### src/rtl/bwin_pkg.sv
package bwin_pkg;

   // Byte expected at key step i: seed plus i times stride, modulo 256.
   function automatic logic [7:0] key_byte(input logic [7:0] seed,
                                           input logic [7:0] stride,
                                           input int unsigned i);
      key_byte = 8'(int'(seed) + int'(stride) * int'(i));
   endfunction

endpackage

### src/rtl/bwin_window_decode.sv
module bwin_window_decode #(
   parameter int unsigned ADDR_W     = 20,
   parameter int unsigned WIN_LOG2   = 14,
   parameter int unsigned IDX_W      = 3,
   parameter int unsigned BASE_START = 32'h000C_0000
) (
   input  logic [IDX_W-1:0]    idx_i,
   input  logic [ADDR_W-1:0]   addr_i,
   output logic [ADDR_W-1:0]   base_o,
   output logic                hit_o,
   output logic [WIN_LOG2-1:0] offset_o
);
   localparam int unsigned TAG_W = ADDR_W - WIN_LOG2;

   assign base_o   = ADDR_W'(BASE_START) + (ADDR_W'(idx_i) << WIN_LOG2);
   assign hit_o    = (addr_i[ADDR_W-1:WIN_LOG2] == base_o[ADDR_W-1:WIN_LOG2]);
   assign offset_o = addr_i[WIN_LOG2-1:0];

   if (TAG_W < 1) begin : g_bad_tag
      $error("bwin_window_decode: WIN_LOG2 must be below ADDR_W");
   end
endmodule

### src/rtl/bwin_hunt_stepper.sv
module bwin_hunt_stepper #(
   parameter int unsigned N_RANGES = 8,
   parameter int unsigned DWELL    = 4096,
   parameter int unsigned IDX_W    = 3
) (
   input  logic             clk,
   input  logic             por_n,
   input  logic             lock_i,
   output logic [IDX_W-1:0] idx_o,
   output logic             advance_o
);
   localparam int unsigned CNT_W = (DWELL > 2) ? $clog2(DWELL) : 1;
   localparam logic [CNT_W-1:0] CNT_LAST = CNT_W'(DWELL - 1);
   localparam logic [IDX_W-1:0] IDX_LAST = IDX_W'(N_RANGES - 1);

   logic [CNT_W-1:0] cnt_q;
   logic [IDX_W-1:0] idx_nxt;

   if ((1 << IDX_W) == N_RANGES) begin : g_wrap_pow2
      assign idx_nxt = idx_o + 1'b1;
   end else begin : g_wrap_cmp
      assign idx_nxt = (idx_o == IDX_LAST) ? '0 : idx_o + 1'b1;
   end

   assign advance_o = !lock_i && (cnt_q == CNT_LAST);

   always_ff @(posedge clk or negedge por_n) begin
      if (!por_n) begin
         cnt_q <= '0;
         idx_o <= '0;
      end else if (!lock_i) begin
         if (advance_o) begin
            cnt_q <= '0;
            idx_o <= idx_nxt;
         end else begin
            cnt_q <= cnt_q + 1'b1;
         end
      end
   end

   if (DWELL < 2) begin : g_bad_dwell
      $error("bwin_hunt_stepper: DWELL must be at least 2");
   end
   if (N_RANGES < 2 || N_RANGES > (1 << IDX_W)) begin : g_bad_ranges
      $error("bwin_hunt_stepper: N_RANGES out of range for IDX_W");
   end

   // no move between dwell ends
   a_r2_idx_steady: assert property (@(posedge clk) disable iff (!por_n)
      (!advance_o) |=> $stable(idx_o));
   // last range wraps to the first
   a_r3_wrap_first: assert property (@(posedge clk) disable iff (!por_n)
      (advance_o && idx_o == IDX_LAST) |=> (idx_o == '0));
   // locked window stays put
   a_r10_hold_idx: assert property (@(posedge clk) disable iff (!por_n)
      lock_i |=> $stable(idx_o));
endmodule

### src/rtl/bwin_key_matcher.sv
module bwin_key_matcher #(
   parameter int unsigned WIN_LOG2   = 14,
   parameter int unsigned KEY_LEN    = 8,
   parameter logic [7:0]  KEY_SEED   = 8'h5A,
   parameter logic [7:0]  KEY_STRIDE = 8'h1D
) (
   input  logic                clk,
   input  logic                por_n,
   input  logic                soft_rst_i,
   input  logic                advance_i,
   input  logic                wr_i,
   input  logic                hit_i,
   input  logic [WIN_LOG2-1:0] offset_i,
   input  logic [7:0]          wdata_i,
   output logic                locked_o
);
   import bwin_pkg::*;

   localparam int unsigned STEP_W = $clog2(KEY_LEN);
   localparam logic [STEP_W-1:0] STEP_LAST = STEP_W'(KEY_LEN - 1);

   logic [STEP_W-1:0] step_q;
   logic              wr_hit, match;

   assign wr_hit = wr_i && hit_i && !soft_rst_i;
   assign match  = (offset_i == WIN_LOG2'(step_q)) &&
                   (wdata_i == key_byte(KEY_SEED, KEY_STRIDE, int'(step_q)));

   always_ff @(posedge clk or negedge por_n) begin
      if (!por_n) begin
         step_q   <= '0;
         locked_o <= 1'b0;
      end else if (!locked_o) begin
         if (advance_i) begin
            step_q <= '0;
         end else if (wr_hit) begin
            if (!match) begin
               step_q <= '0;
            end else if (step_q == STEP_LAST) begin
               step_q   <= '0;
               locked_o <= 1'b1;
            end else begin
               step_q <= step_q + 1'b1;
            end
         end
      end
   end

   if (KEY_LEN < 2 || KEY_LEN > (1 << WIN_LOG2)) begin : g_bad_key
      $error("bwin_key_matcher: KEY_LEN must fit in the window");
   end
   if ((1 << STEP_W) != KEY_LEN) begin : g_bad_key_pow2
      $error("bwin_key_matcher: KEY_LEN must be a power of two");
   end

   // wrong write inside window restarts the key
   a_r6_restart: assert property (@(posedge clk) disable iff (!por_n)
      (!locked_o && wr_hit && !match) |=> (step_q == '0) && !locked_o);
   // range advance clears key progress
   a_r9_adv_clear: assert property (@(posedge clk) disable iff (!por_n)
      advance_i |=> (step_q == '0) && !locked_o);
   // no write in window, no progress change
   a_r7_no_touch: assert property (@(posedge clk) disable iff (!por_n)
      (!advance_i && !(wr_i && hit_i)) |=> $stable(step_q));
   // soft reset keeps progress and lock
   a_r8_soft_keep: assert property (@(posedge clk) disable iff (!por_n)
      (soft_rst_i && !advance_i) |=> $stable(step_q) && $stable(locked_o));
   // lock is sticky
   a_r10_sticky: assert property (@(posedge clk) disable iff (!por_n)
      locked_o |=> locked_o);
endmodule

### src/rtl/bus_window_seeker.sv
module bus_window_seeker #(
   parameter int unsigned ADDR_W     = 20,
   parameter int unsigned WIN_LOG2   = 14,
   parameter int unsigned N_RANGES   = 8,
   parameter int unsigned BASE_START = 32'h000C_0000,
   parameter int unsigned DWELL      = 4096,
   parameter int unsigned KEY_LEN    = 8,
   parameter logic [7:0]  KEY_SEED   = 8'h5A,
   parameter logic [7:0]  KEY_STRIDE = 8'h1D,
   localparam int unsigned IDX_W     = $clog2(N_RANGES)
) (
   input  logic              clk,
   input  logic              por_n,
   input  logic              soft_rst,
   input  logic              bus_wr,
   input  logic              bus_rd,
   input  logic [ADDR_W-1:0] bus_addr,
   input  logic [7:0]        bus_wdata,
   output logic              locked,
   output logic [IDX_W-1:0]  range_idx,
   output logic [ADDR_W-1:0] win_base,
   output logic              hs_en,
   output logic              data_oe,
   output logic              rdy_oe
);
   logic                advance;
   logic                hit;
   logic [WIN_LOG2-1:0] offset;

   bwin_hunt_stepper #(
      .N_RANGES(N_RANGES), .DWELL(DWELL), .IDX_W(IDX_W)
   ) u_stepper (
      .clk(clk), .por_n(por_n), .lock_i(locked),
      .idx_o(range_idx), .advance_o(advance)
   );

   bwin_window_decode #(
      .ADDR_W(ADDR_W), .WIN_LOG2(WIN_LOG2), .IDX_W(IDX_W), .BASE_START(BASE_START)
   ) u_decode (
      .idx_i(range_idx), .addr_i(bus_addr),
      .base_o(win_base), .hit_o(hit), .offset_o(offset)
   );

   bwin_key_matcher #(
      .WIN_LOG2(WIN_LOG2), .KEY_LEN(KEY_LEN),
      .KEY_SEED(KEY_SEED), .KEY_STRIDE(KEY_STRIDE)
   ) u_matcher (
      .clk(clk), .por_n(por_n), .soft_rst_i(soft_rst), .advance_i(advance),
      .wr_i(bus_wr), .hit_i(hit), .offset_i(offset), .wdata_i(bus_wdata),
      .locked_o(locked)
   );

   assign hs_en   = locked && !soft_rst;
   assign rdy_oe  = hs_en && hit && (bus_rd || bus_wr);
   assign data_oe = hs_en && hit && bus_rd;

   if (BASE_START % (1 << WIN_LOG2) != 0) begin : g_bad_align
      $error("bus_window_seeker: BASE_START must be window aligned");
   end
   if (64'(BASE_START) + 64'(N_RANGES) * (64'd1 << WIN_LOG2) > (64'd1 << ADDR_W)) begin : g_bad_span
      $error("bus_window_seeker: candidate windows exceed the address space");
   end

   // silent on the bus while searching
   a_r4_silent: assert property (@(posedge clk) disable iff (!por_n)
      !locked |-> !data_oe && !rdy_oe && !hs_en);
   // soft reset mutes the handshake
   a_r8_soft_mute: assert property (@(posedge clk) disable iff (!por_n)
      soft_rst |-> !hs_en && !rdy_oe);
   // base frozen once locked
   a_r10_base_hold: assert property (@(posedge clk) disable iff (!por_n)
      locked |=> $stable(win_base));
endmodule

### config.mk
export PLATFORM = sky130hd
export DESIGN_NAME = bus_window_seeker
export DESIGN_NICKNAME = d
export VERILOG_FILES = /design/src/rtl/bwin_pkg.sv /design/src/rtl/bwin_window_decode.sv /design/src/rtl/bwin_hunt_stepper.sv /design/src/rtl/bwin_key_matcher.sv /design/src/rtl/bus_window_seeker.sv
export SDC_FILE = /design/constraint.sdc
export NUM_CORES = 1
export LEC_CHECK = 0
export BUFFER_PORTS_ARGS = -buffer_cell sky130_fd_sc_hd__buf_2
export CORE_ASPECT_RATIO = 0.9
export CORE_MARGIN = 10
export CORE_UTILIZATION = 45
export CTS_CLUSTER_DIAMETER = 60
export DETAILED_ROUTE_END_ITERATION = 8
export PLACE_DENSITY = 0.85
export SYNTH_ARGS = -nofsm -noshare
export SYNTH_HDL_FRONTEND = slang
export SYNTH_HIERARCHICAL = 1
export SYNTH_SLANG_ARGS = --single-unit
### constraint.sdc
create_clock -name clk -period 4.7 [get_ports clk]
set_input_delay 0.705 -clock clk [delete_from_list [all_inputs] [get_ports clk]]
set_output_delay 0.705 -clock clk [all_outputs]
set_load 0.05 [all_outputs]
# Word-level counts from Yosys, hierarchy flattened
# Cells that the tools add are included.
# Widths: inputs -> output; s select.
# word_totals
wordCells	40
inputBits	33
reg_bits	19
out_inout_bits	27
# op_classes
mul	1
bitwise_logic	1
muxes	10
n_eq_ne	5
reduce_logical	14
add_sub_neg	5
# op_table
operator	count
$add 19x18->20 const A	1
$eq 14x3->1	1
$add 12x1->12 const B	1
$eq 12x12->1 const B	1
$mux 12	1
$mux 3	4
$add 8x8->8 const A	1
$eq 8x8->1	1
$logic_and 1x1->1	8
$mul 5x3->8 const A	1
$add 3x1->3 const B	2
$eq 6x6->1	1
$mux 1	5
$reduce_and 2->1	2
$eq 3x3->1 const B	1
$logic_not 1->1	2
$reduce_bool 2->1	1
$logic_or 1x1->1	1
$not 1->1	1

# Depth between registers and ports, before layout
# Gate-level depths: netlist (run 1).
# depth
depth_word	8
ltp_mapped	12
mapped_depth_nobuf	12

# Cells and area by module
# Netlist (run 1), hierarchy kept.
# modules_own_cells
module	seq_area_each_um2	cells_per_inst	n_inst	area_per_inst_um2
bwin_hunt_stepper	375.4	69	1	758.2
bwin_key_matcher	100.1	59	1	559.3
bwin_window_decode	0.0	41	1	309.0
bus_window_seeker	0.0	3	1	30.0

# Worst setup path before layout (run 1)
# Ideal clock, no wire load.
# synth_timing
path_type	reg2reg
from	register u_matcher.step_q[2]
to	register u_matcher.step_q[1]
required_ns	4.590
synth_period_minus_slack_ns	2.835
path_slack_ns	1.865
t_arrival_ns	2.724
n_path_buf	0
setup_time_ns	0.110
path_stages_with_launch	12
cell_sequence	dfrtp_1 > ha_1 > inv_1 > fa_1 > inv_1 > ha_1 > inv_1 > fa_1 > xnor2_1 > nor4_2 > nand4_2 > o41ai_1
# synth_via
elab_chain_cells	7
elab_cells_between_ends	10
classes_between	add/sub (1); mul (1); eq/ne (3); mux (4); reduce/logical (1)
# synth_rtl
element	line_no	text
from (decl)	bwin_key_matcher.sv:22	logic [STEP_W-1:0] step_q;
from (signal assigned)	bwin_key_matcher.sv:43	step_q <= step_q + 1'b1;
$mul 5x3->8	bwin_pkg.sv:7	key_byte = 8'(int'(seed) + int'(stride) * int'(i));
$add 8x8->8	bwin_pkg.sv:7	
$eq 8x8->1	bwin_key_matcher.sv:27	(wdata_i == key_byte(KEY_SEED, KEY_STRIDE, int'(step_q)));
$logic_and 1x1->1	bwin_key_matcher.sv:26	assign match = (offset_i == WIN_LOG2'(step_q)) &&
$mux 3 (*)	bwin_key_matcher.sv:37	if (!match) begin
$mux 3 (*)	bwin_key_matcher.sv:36	end else if (wr_hit) begin
$mux 3 (*)	bwin_key_matcher.sv:34	if (advance_i) begin
# Mark *: on every way between the ends. The rest lies on a longest branch, timed or not. The select of a mux whose other input is x is not followed.
# A chain may end at the register's enable or synchronous reset.

# Worst setup path after layout (run 1)
# Same ends and word-level chain as after synthesis.

==> flow_metrics.env, run 1 <==
export IMPL_status="finished clean"
export IMPL_fin_ws_ps=1580
export IMPL_groute_usage_overall_pct=9.51
export IMPL_clock_tree_from_tritoncts="built"
export IMPL_cellPowerDensity_nw_per_um2=189
export IMPL_number_of_global_route_vias_before_repair=1125
export IMPL_fin_setup_tns_ps=0
export IMPL_crit_required_ps=4840
export IMPL_portBuffers=42
export IMPL_grt_setup_unrepaired="no"
export IMPL_power_static_leakage_nw=0.861
export IMPL_worst_setup_path_end_kind="register"
export IMPL_crit_family="adder cells"
export IMPL_vdd_ir_drop_worst_uv=87.2
export IMPL_grtUsageMet1_pct=10.5
export IMPL_yosys_area_top_type="sky130_fd_sc_hd__dfrtp_1"
export IMPL_synth_async_sr_flop_share_pct=100
export IMPL_clock_sink_count=19
export IMPL_stdcell_count=242
export IMPL_switching_power_w=0.0000956
export IMPL_filler_cell_count=340
export IMPL_finalSetupViolations=0
export IMPL_critical_path_most_common_cell="sky130_fd_sc_hd__inv_1"
export IMPL_grt_most_used_layer="met2"
export IMPL_crit_arrival_ps=3260
export IMPL_layout_drive_gt1_share_pct=27.8
export IMPL_share_comb_of_total_power_pct=16.6
export IMPL_synthesis_instances=172
export IMPL_grt_remaining_overflow=0
export IMPL_clkSlewWorstSetupHoldPaths_ps=70
export IMPL_detailedPlacementHpwl_um=2700
export IMPL_yosys_most_used_dff="sky130_fd_sc_hd__dfrtp_1"
export IMPL_core_region_area_sq_um=3450
export IMPL_cts_hold_buffers=0
export IMPL_yosys_top_cells_area="sky130_fd_sc_hd__dfrtp_1 29%, sky130_fd_sc_hd__buf_4 15%, sky130_fd_sc_hd__ha_1 7.6%"
export IMPL_totalWireLength_um=3250
export IMPL_post_route_drc_count=0
export IMPL_final_design_area_no_fill_sq_um=1760
export IMPL_achievable_frequency_ghz=0.321
export IMPL_timing_critical_path_cells="ha_1, inv_1, fa_1, inv_1, ha_1, inv_1, fa_1, xnor2_1, nor4_2, nand4_2, o41ai_1"
export IMPL_share_of_power_burned_in_registers_pct=49.3
export IMPL_vias_after_detailed_routing=1203
export IMPL_cts_inserted_buffers=3
export IMPL_postRouteAntennaNets=0
export IMPL_grt_antenna_before_repair=0
export IMPL_max_cap_violations=0
export IMPL_ys_seq_elements=19
export IMPL_initial_core_util_pct=48.0
export IMPL_floorplan_die_width_um=84.0
export IMPL_cts_repair_timing_setup_buffer_count=0
export IMPL_post_synth_cell_area_avg_sq_um=9.63
export IMPL_multi_input_area_sq_um=926
export IMPL_register_area_sq_um=475
export IMPL_yosys_warnings=6
export IMPL_critical_path_slowest_cell="sky130_fd_sc_hd__dfrtp_1"
export IMPL_first_pass_grt_wire_length_um=5280
export IMPL_grt_util_met2_pct=16.5
export IMPL_area_growth_syn_to_layout_pct=6.12
export IMPL_mapped_cell_area_sq_um=1660
export IMPL_synth_top_cell_area_share_pct=28.7
export IMPL_p_clk_share_pct=34.1
export IMPL_report_final_slew_viol_count=0
export IMPL_worstHoldPathType="input port to asynchronous set/reset pin"
export IMPL_hold_viol_final=0
export IMPL_power_switching_fraction_pct=28.8
export IMPL_die_y_um=77.6
export IMPL_wl_per_cell_um=13.4
export IMPL_groute_layer_met3_usage_pct=2.61
export IMPL_cts_root_buffer="sky130_fd_sc_hd__clkbuf_8"
export IMPL_timing_final_crit_period_ps=3120
export IMPL_globalplace_congestion=0.748
export IMPL_detail_route_vias_per_cell=4.97
export IMPL_cp_start_kind="register"
export IMPL_timing_critical_path_slowest_cell_delay_ps=570
export IMPL_finalClockSkew_ps=1.94
export IMPL_pin_count_of_the_biggest_net_entering_global_routing=20
export IMPL_synth_edff_count=0
export IMPL_number_of_distinct_library_cells_after_synthesis=40
export IMPL_count_of_h_tree_levels_built_during_cts=1
export IMPL_sequential_cell_area_fraction_in_the_yosys_report_pct=28.7
export IMPL_dpl_instance_area_sq_um=1710
export IMPL_fp_row_count=20
export IMPL_cts_repair_resize_count=0
export IMPL_p_int_w=0.000236
export IMPL_insertedDiodeCount=0
export IMPL_layout_worst_path_cycle_share_pct=66.3
export IMPL_pre_cts_slack_ps=1570
export IMPL_dp_cells=238
export IMPL_pin_count=60
export IMPL_dr_first_iter_drc_count=146
export IMPL_dr_pass1_iters=4
export IMPL_critPathBufInv=3
export IMPL_net_count_of_the_finished_layout=245
export IMPL_clkLatencyLatePin_ps=260
export IMPL_dieArea_sq_um=6510
export IMPL_cts_max_path_buffers=2
export IMPL_worstSetupPathType="register to register"
export IMPL_critPathMaxFanout=9
## cell usage after synthesis, drive strengths merged, types with 2 or more instances
master,n
nor2,5
xnor2,13
buf,35
o21ai,5
o21bai,2
xor2,10
a21oi,3
fa,3
o41ai,2
o31ai,2
or3,2
dfrtp,19
and3b,2
ha,10
nand2,11
conb,2
nor4,7
nand4b,2
nor3,3
nand3b,2
nand4,6
inv,12
## power groups by stage
stage,Combinational (W),Sequential (W),Clock (W)
2_1_floorplan,0.0000566,0.000167,0
3_3_place_gp,0.0000541,0.000167,0
3_5_place_dp,0.0000548,0.000167,0
4_1_cts,0.0000549,0.000163,0.000116
5_1_grt,0.0000590,0.000163,0.000125
6_report,0.0000551,0.000163,0.000113
## final timing paths
path	start	endpoint	slack [ps]	cells past startpoint
worst max-delay path	u_matcher/step_q[2]	u_matcher/step_q[1]	1580	11
worst min-delay path	por_n	u_stepper/idx_o[1]	370	1
worst max register to register	u_matcher/step_q[2]	u_matcher/step_q[1]	1580	11
worst min register to register	u_stepper/cnt_q[10]	u_stepper/cnt_q[10]	500	1
max in group asynchronous	por_n	u_stepper/cnt_q[8]	4040	1
min in group clk	u_stepper/cnt_q[10]	u_stepper/cnt_q[10]	500	1
## cell type report
class / count / share of cell area (%)
Inverter: 12 / 2.56
Sequential cell: 19 / 27.0
Clock buffer: 3 / 2.35
Timing Repair Buffer: 42 / 12.0
Clock inverter: 1 / 0.285
Tap cell: 44 / 3.13
Multi-Input combinational cell: 121 / 52.7
## sequential cells by signal (all words and copies together), names as in the netlist
signal              count
u_stepper/cnt_q        12
u_matcher/locked_o      1
u_matcher/step_q        3
u_stepper/idx_o         3
## layout by cell type, fill, tap and decap left out, drive strengths merged, types with 5 or more instances in the layout
master and instances:
nor2 5, nand4 6, dfrtp 19, nor4 7
inv 12, ha 10, o21ai 5, conb 17
xor2 10, buf 42, nand2 11, xnor2 13
## metrics by stage
stage	util [%]	power, W	hold WS (ps)
after floorplan	-	0.000223	409
after global placement	49.6	0.000221	484
after detailed placement	49.6	0.000221	490
after CTS	50.9	0.000335	384
after global routing	50.9	0.000347	401
final	50.9	0.000332	370
## logic make-up (layout without fill, tap and decap cells)
group	after synthesis	count (layout)	synth area share (%)
adders and majority gates	13	13	11.2
muxes	2	2	1.51
other	2	17	0.453
AOI/OAI and AO/OA	19	19	8.16
buffers and inverters	47	58	18.8
and+or+nand+nor	47	47	19.0
xor gates and xnor gates	23	23	12.2
DFF	19	19	28.7
## layer usage
layer / vias up / routed length (um)
li1: 599 / -
met1: 561 / 1270
met2: 38 / 1710
met3: 5 / 212
met4: 0 / 61
met5: - / 0
(Power assumes the default switching activity.)
==> inputs of run 2 (changes only) <==
==> constraint.sdc (replaced) <==
create_clock -name clk -period 2.95 [get_ports clk]
set_input_delay 0.4425 -clock clk [delete_from_list [all_inputs] [get_ports clk]]
set_output_delay 0.4425 -clock clk [all_outputs]
set_load 0.05 [all_outputs]
==> flow_metrics.env, run 2 (same netlist as run 1, synthesis figures left out) <==
export IMPL_power_static_leakage_nw=0.909
export IMPL_reg_top3="u_stepper/cnt_q (12), u_matcher/step_q (3), u_stepper/idx_o (3)"
export IMPL_portBuffers=42
export IMPL_first_pass_grt_wire_length_um=5530
export IMPL_cts_hold_buffers=0
export IMPL_filler_cell_count=333
export IMPL_layout_cells_most_common="sky130_fd_sc_hd__buf_2"
export IMPL_floorplan_die_width_um=84.0
export IMPL_finalSetupViolations=0
export IMPL_cts_root_buffer="sky130_fd_sc_hd__clkbuf_8"
export IMPL_worstHoldPathType="input port to asynchronous set/reset pin"
export IMPL_multi_input_area_sq_um=953
export IMPL_globalplace_congestion=0.775
export IMPL_fp_row_count=20
export IMPL_dr_first_iter_drc_count=69
export IMPL_count_of_h_tree_levels_built_during_cts=1
export IMPL_wl_per_cell_um=13.7
export IMPL_cellPowerDensity_nw_per_um2=292
export IMPL_pin_count_of_the_biggest_net_entering_global_routing=20
export IMPL_rr_worst_depth=11
export IMPL_cts_max_path_buffers=2
export IMPL_die_y_um=77.6
export IMPL_core_region_area_sq_um=3450
export IMPL_timing_final_crit_period_ps=2800
export IMPL_dp_cells=242
export IMPL_max_cap_violations=0
export IMPL_detail_route_vias_per_cell=4.85
export IMPL_totalWireLength_um=3390
export IMPL_vias_after_detailed_routing=1197
export IMPL_dieArea_sq_um=6510
export IMPL_area_growth_syn_to_layout_pct=10.3
export IMPL_achievable_frequency_ghz=0.358
export IMPL_layout_common_cells="42 x sky130_fd_sc_hd__buf_2, 19 x sky130_fd_sc_hd__dfrtp_1, 17 x sky130_fd_sc_hd__conb_1"
export IMPL_register_area_sq_um=475
export IMPL_clkLatencyLatePin_ps=260
export IMPL_cts_inserted_buffers=3
export IMPL_layout_drive_gt1_share_pct=32.5
export IMPL_dr_pass1_iters=4
export IMPL_cp_start_kind="register"
export IMPL_report_final_slew_viol_count=0
export IMPL_status="finished clean"
export IMPL_grt_antenna_before_repair=0
export IMPL_crit_arrival_ps=2950
export IMPL_clock_sink_count=19
export IMPL_pin_count=60
export IMPL_crit_required_ps=3100
export IMPL_largest_register="u_stepper/cnt_q"
export IMPL_finalPower_w=0.000534
export IMPL_post_route_drc_count=0
export IMPL_initial_core_util_pct=48.0
export IMPL_detailedPlacementHpwl_um=2750
export IMPL_hold_viol_final=0
export IMPL_net_count_of_the_finished_layout=250
export IMPL_fin_ws_ps=153
export IMPL_clock_tree_from_tritoncts="built"
export IMPL_finalHoldWorstSlack_ps=114
export IMPL_largest_register_ffs=12
export IMPL_worstSetupPathType="register to register"
export IMPL_insertedDiodeCount=0
export IMPL_pre_cts_slack_ps=94.5
export IMPL_layout_worst_path_cycle_share_pct=94.8
export IMPL_critPathMaxFanout=4
export IMPL_postRouteAntennaNets=0
export IMPL_vdd_ir_drop_worst_uv=142
export IMPL_groute_usage_overall_pct=9.88
export IMPL_grt_remaining_overflow=0
export IMPL_finalClockSkew_ps=1.50
export IMPL_number_of_global_route_vias_before_repair=1199
export IMPL_worst_setup_path_end_kind="register"
export IMPL_stdcell_count=247
export IMPL_clkSlewWorstSetupHoldPaths_ps=70
[run 2: final cells by class]
cell class,instances,area share (%)
Clock buffer,3,2.26
Clock inverter,1,0.274
Inverter,12,2.47
Multi-Input combinational cell,121,52.2
Sequential cell,19,26.0
Tap cell,44,3.01
Timing Repair Buffer,47,13.8
[run 2: worst max-delay path, stage by stage, from the launching register on]
cell                      delay (ps)
sky130_fd_sc_hd__dfrtp_1         410
sky130_fd_sc_hd__ha_2            190
sky130_fd_sc_hd__inv_1            50
sky130_fd_sc_hd__fa_1            480
sky130_fd_sc_hd__inv_1            40
sky130_fd_sc_hd__ha_1            180
sky130_fd_sc_hd__inv_1            70
sky130_fd_sc_hd__fa_2            430
sky130_fd_sc_hd__xnor2_1         160
sky130_fd_sc_hd__nor4_2          170
sky130_fd_sc_hd__nand4_2         180
sky130_fd_sc_hd__o31ai_1         330
[run 2: repair_timing]
item                                    4_1_cts  5_1_grt
endpoints found under the setup margin        0        3
gates resized for setup                       0        7
buffers inserted                              0        1
[run 2: per-stage QoR]
step                      setup TNS [ps]  cell area (sq um)  util [%]
final                                  0               1830      52.9
after global placement                 0               1740      50.4
after detailed placement               0               1740      50.4
after floorplan                        0               1710         -
after global routing               -9.73               1830      52.9
after CTS                              0               1790      51.8
[run 2: path summary, 6_finish.rpt]
kind / from / end / slack, ps
setup / recovery: u_matcher/step_q[0] / u_matcher/step_q[2] / 150
setup reg to reg: u_matcher/step_q[0] / u_matcher/step_q[2] / 150
hold reg to reg: u_stepper/cnt_q[10] / u_stepper/cnt_q[10] / 510
min in group clk: u_stepper/cnt_q[10] / u_stepper/cnt_q[10] / 510
hold / removal: por_n / u_stepper/idx_o[0] / 110
max in group asynchronous: por_n / u_stepper/cnt_q[7] / 2540
[run 2: per-layer routing]
metal  track usage (%)  share of wire, %  vias to the layer above
li1                  -                 -                      600
met1              11.1                41                      557
met2              17.1                52                       35
met3              3.34               6.3                        5
met4              3.51               1.3                        0
met5                 0                 0                        -
[run 2: power by group]
group | internal (W) | switching, W
combinational | 0.0000220 | 0.0000663
clock | 0.0000940 | 0.0000911
sequential | 0.000260 | 0.00000000000233
total | 0.000376 | 0.000157
==> inputs of run 3 (changes only) <==
--- a/config.mk
+++ b/config.mk
@@ -12,6 +12,7 @@
 export CTS_CLUSTER_DIAMETER = 60
 export DETAILED_ROUTE_END_ITERATION = 8
 export PLACE_DENSITY = 0.85
+export SETUP_SLACK_MARGIN = 0.3
 export SYNTH_ARGS = -nofsm -noshare
 export SYNTH_HDL_FRONTEND = slang
 export SYNTH_HIERARCHICAL = 1
==> flow_metrics.env, run 3 (same netlist as run 1, synthesis figures left out) <==
export IMPL_clock_tree_from_tritoncts="built"
export IMPL_cts_hold_buffers=0
export IMPL_worst_r2r_setup_slack_ps=230
export IMPL_worst_setup_path_end_kind="register"
export IMPL_fp_row_count=20
export IMPL_post_route_drc_count=0
export IMPL_hold_viol_final=0
export IMPL_postLayoutCoreUtil_pct=53.7
export IMPL_finalSetupViolations=0
export IMPL_worstReg2RegEnd="u_matcher/step_q[1]"
export IMPL_fin_setup_tns_ps=0
export IMPL_grt_antenna_before_repair=0
export IMPL_dieArea_sq_um=6510
export IMPL_insertedDiodeCount=0
export IMPL_status="finished clean"
export IMPL_vdd_ir_drop_worst_uv=145
export IMPL_crit_required_ps=3100
export IMPL_timing_final_crit_period_ps=2720
export IMPL_grt_setup_unrepaired="yes"
export IMPL_totalWireLength_um=3300
export IMPL_count_of_h_tree_levels_built_during_cts=1
export IMPL_detail_route_vias_per_cell=4.87
export IMPL_core_region_area_sq_um=3450
export IMPL_finalPower_w=0.000525
export IMPL_dr_pass1_iters=5
export IMPL_timing_critical_path_cells="ha_4, inv_2, fa_1, inv_1, ha_2, inv_2, fa_2, xnor2_2, xnor2_1, xnor2_1, nand4_2, o41ai_2"
export IMPL_grt_remaining_overflow=0
export IMPL_cp_start_kind="register"
export IMPL_filler_cell_count=314
export IMPL_crit_arrival_ps=2870
export IMPL_finalClockSkew_ps=1.98
export IMPL_pin_count_of_the_biggest_net_entering_global_routing=20
export IMPL_clkSlewWorstSetupHoldPaths_ps=70
export IMPL_clock_sink_count=19
export IMPL_layout_common_cells="42 x sky130_fd_sc_hd__buf_2, 17 x sky130_fd_sc_hd__conb_1, 16 x sky130_fd_sc_hd__dfrtp_1"
export IMPL_first_pass_grt_wire_length_um=5470
export IMPL_cts_max_path_buffers=2
export IMPL_layout_drive_gt1_share_pct=36.1
export IMPL_largest_register="u_stepper/cnt_q"
export IMPL_area_growth_syn_to_layout_pct=11.9
export IMPL_critPathBufInv=3
export IMPL_r2r_start="u_matcher/step_q[0]"
export IMPL_layout_cells_most_common="sky130_fd_sc_hd__buf_2"
export IMPL_critical_path_slowest_cell="sky130_fd_sc_hd__dfrtp_2"
export IMPL_initial_core_util_pct=48.0
export IMPL_cellPowerDensity_nw_per_um2=283
export IMPL_detailedPlacementHpwl_um=2640
export IMPL_critPathLaunch="u_matcher/step_q[0]"
export IMPL_max_cap_violations=0
export IMPL_power_static_leakage_nw=0.908
export IMPL_net_count_of_the_finished_layout=252
export IMPL_pin_count=60
export IMPL_cts_root_buffer="sky130_fd_sc_hd__clkbuf_8"
export IMPL_dr_first_iter_drc_count=53
export IMPL_groute_usage_overall_pct=9.77
export IMPL_postRouteAntennaNets=0
export IMPL_floorplan_die_width_um=84.0
export IMPL_portBuffers=42
export IMPL_reg_top3="u_stepper/cnt_q (12), u_matcher/step_q (3), u_stepper/idx_o (3)"
export IMPL_number_of_global_route_vias_before_repair=1180
export IMPL_critPathMaxFanout=4
export IMPL_globalplace_congestion=0.797
export IMPL_die_y_um=77.6
export IMPL_report_final_slew_viol_count=0
export IMPL_achievable_frequency_ghz=0.368
export IMPL_worstHoldPathType="input port to asynchronous set/reset pin"
export IMPL_cts_inserted_buffers=3
export IMPL_vias_after_detailed_routing=1213
export IMPL_largest_register_ffs=12
export IMPL_clkLatencyLatePin_ps=250
export IMPL_layout_worst_path_cycle_share_pct=92.1
export IMPL_rr_worst_depth=12
export IMPL_worstSetupPathType="register to register"
export IMPL_timing_critical_path_slowest_cell_delay_ps=450
export IMPL_wl_per_cell_um=13.2
export IMPL_crit_family="adder cells"
==> run 3: cell count changes in the layout (fill, tap and decap cells not counted), sizes merged <==
cell | before | now
buf | 47 | 49
==> run 3: what timing repair did <==
action                                 in CTS  in global routing
buffers inserted                            4                  1
resized for setup                           6                  2
setup endpoints to repair                   4                  4
endpoints found under the hold margin       0                  0
pin swaps                                   3                  0
==> run 3: per-stage QoR <==
| stage | hold WS [ps] | setup slack (ps) | instance area [sq um] | instances |
|---|---|---|---|---|
| after floorplan | 147 | 281 | 1730 | 187 |
| after global placement | 401 | 192 | 1740 | 240 |
| after detailed placement | 399 | 70.4 | 1740 | 240 |
| after CTS | 121 | 215 | 1850 | 248 |
| after global routing | 141 | 79.5 | 1850 | 249 |
| final | 111 | 233 | 1850 | 249 |
==> run 3: power breakdown <==
group	internal (W)	switching [W]
logic	0.0000225	0.0000662
clock network	0.0000938	0.0000818
registers	0.000260	0.00000000000339
==> run 3: layout make-up <==
class	count	area (sq um)	area share (%)
Inverter	12	45.0	2.43
Clock inverter	1	5.00	0.270
Tap cell	44	55.1	2.97
Timing Repair Buffer	49	263	14.2
Clock buffer	3	41.3	2.23
Sequential cell	19	479	25.8
Multi-Input combinational cell	121	966	52.1
==> run 3: worst register-to-register path: cells and delay by family, from the launching register on <==
| family | cells | cell delay [ps] |
|---|---|---|
| AO/OA/AOI/OAI | 1 | 300 |
| XOR/XNOR | 3 | 460 |
| AND/OR/NAND/NOR | 1 | 190 |
| adder cells (fa/ha/maj) | 4 | 1070 |
| buffers and inverters | 3 | 140 |
| flip-flops | 1 | 450 |
==> run 3: worst max-delay path by stage <==
stage | slack [ps] | cells after the start | end
after floorplan | 280 | 12 | u_matcher/step_q[1]
after global placement | 190 | 11 | u_matcher/step_q[1]
after detailed placement | 70 | 12 | u_matcher/step_q[0]
after CTS | 220 | 12 | u_matcher/step_q[1]
after global routing | 80 | 12 | u_matcher/step_q[1]
final | 230 | 12 | u_matcher/step_q[1]
==> run 3: metal layers <==
| metal | track usage, % | share of wire [%] |
|---|---|---|
| met4 | 4.52 | 1.3 |
| met3 | 2.61 | 7.0 |
| met2 | 15.8 | 49 |
| met1 | 11.8 | 43 |
| met5 | 0 | 0 |
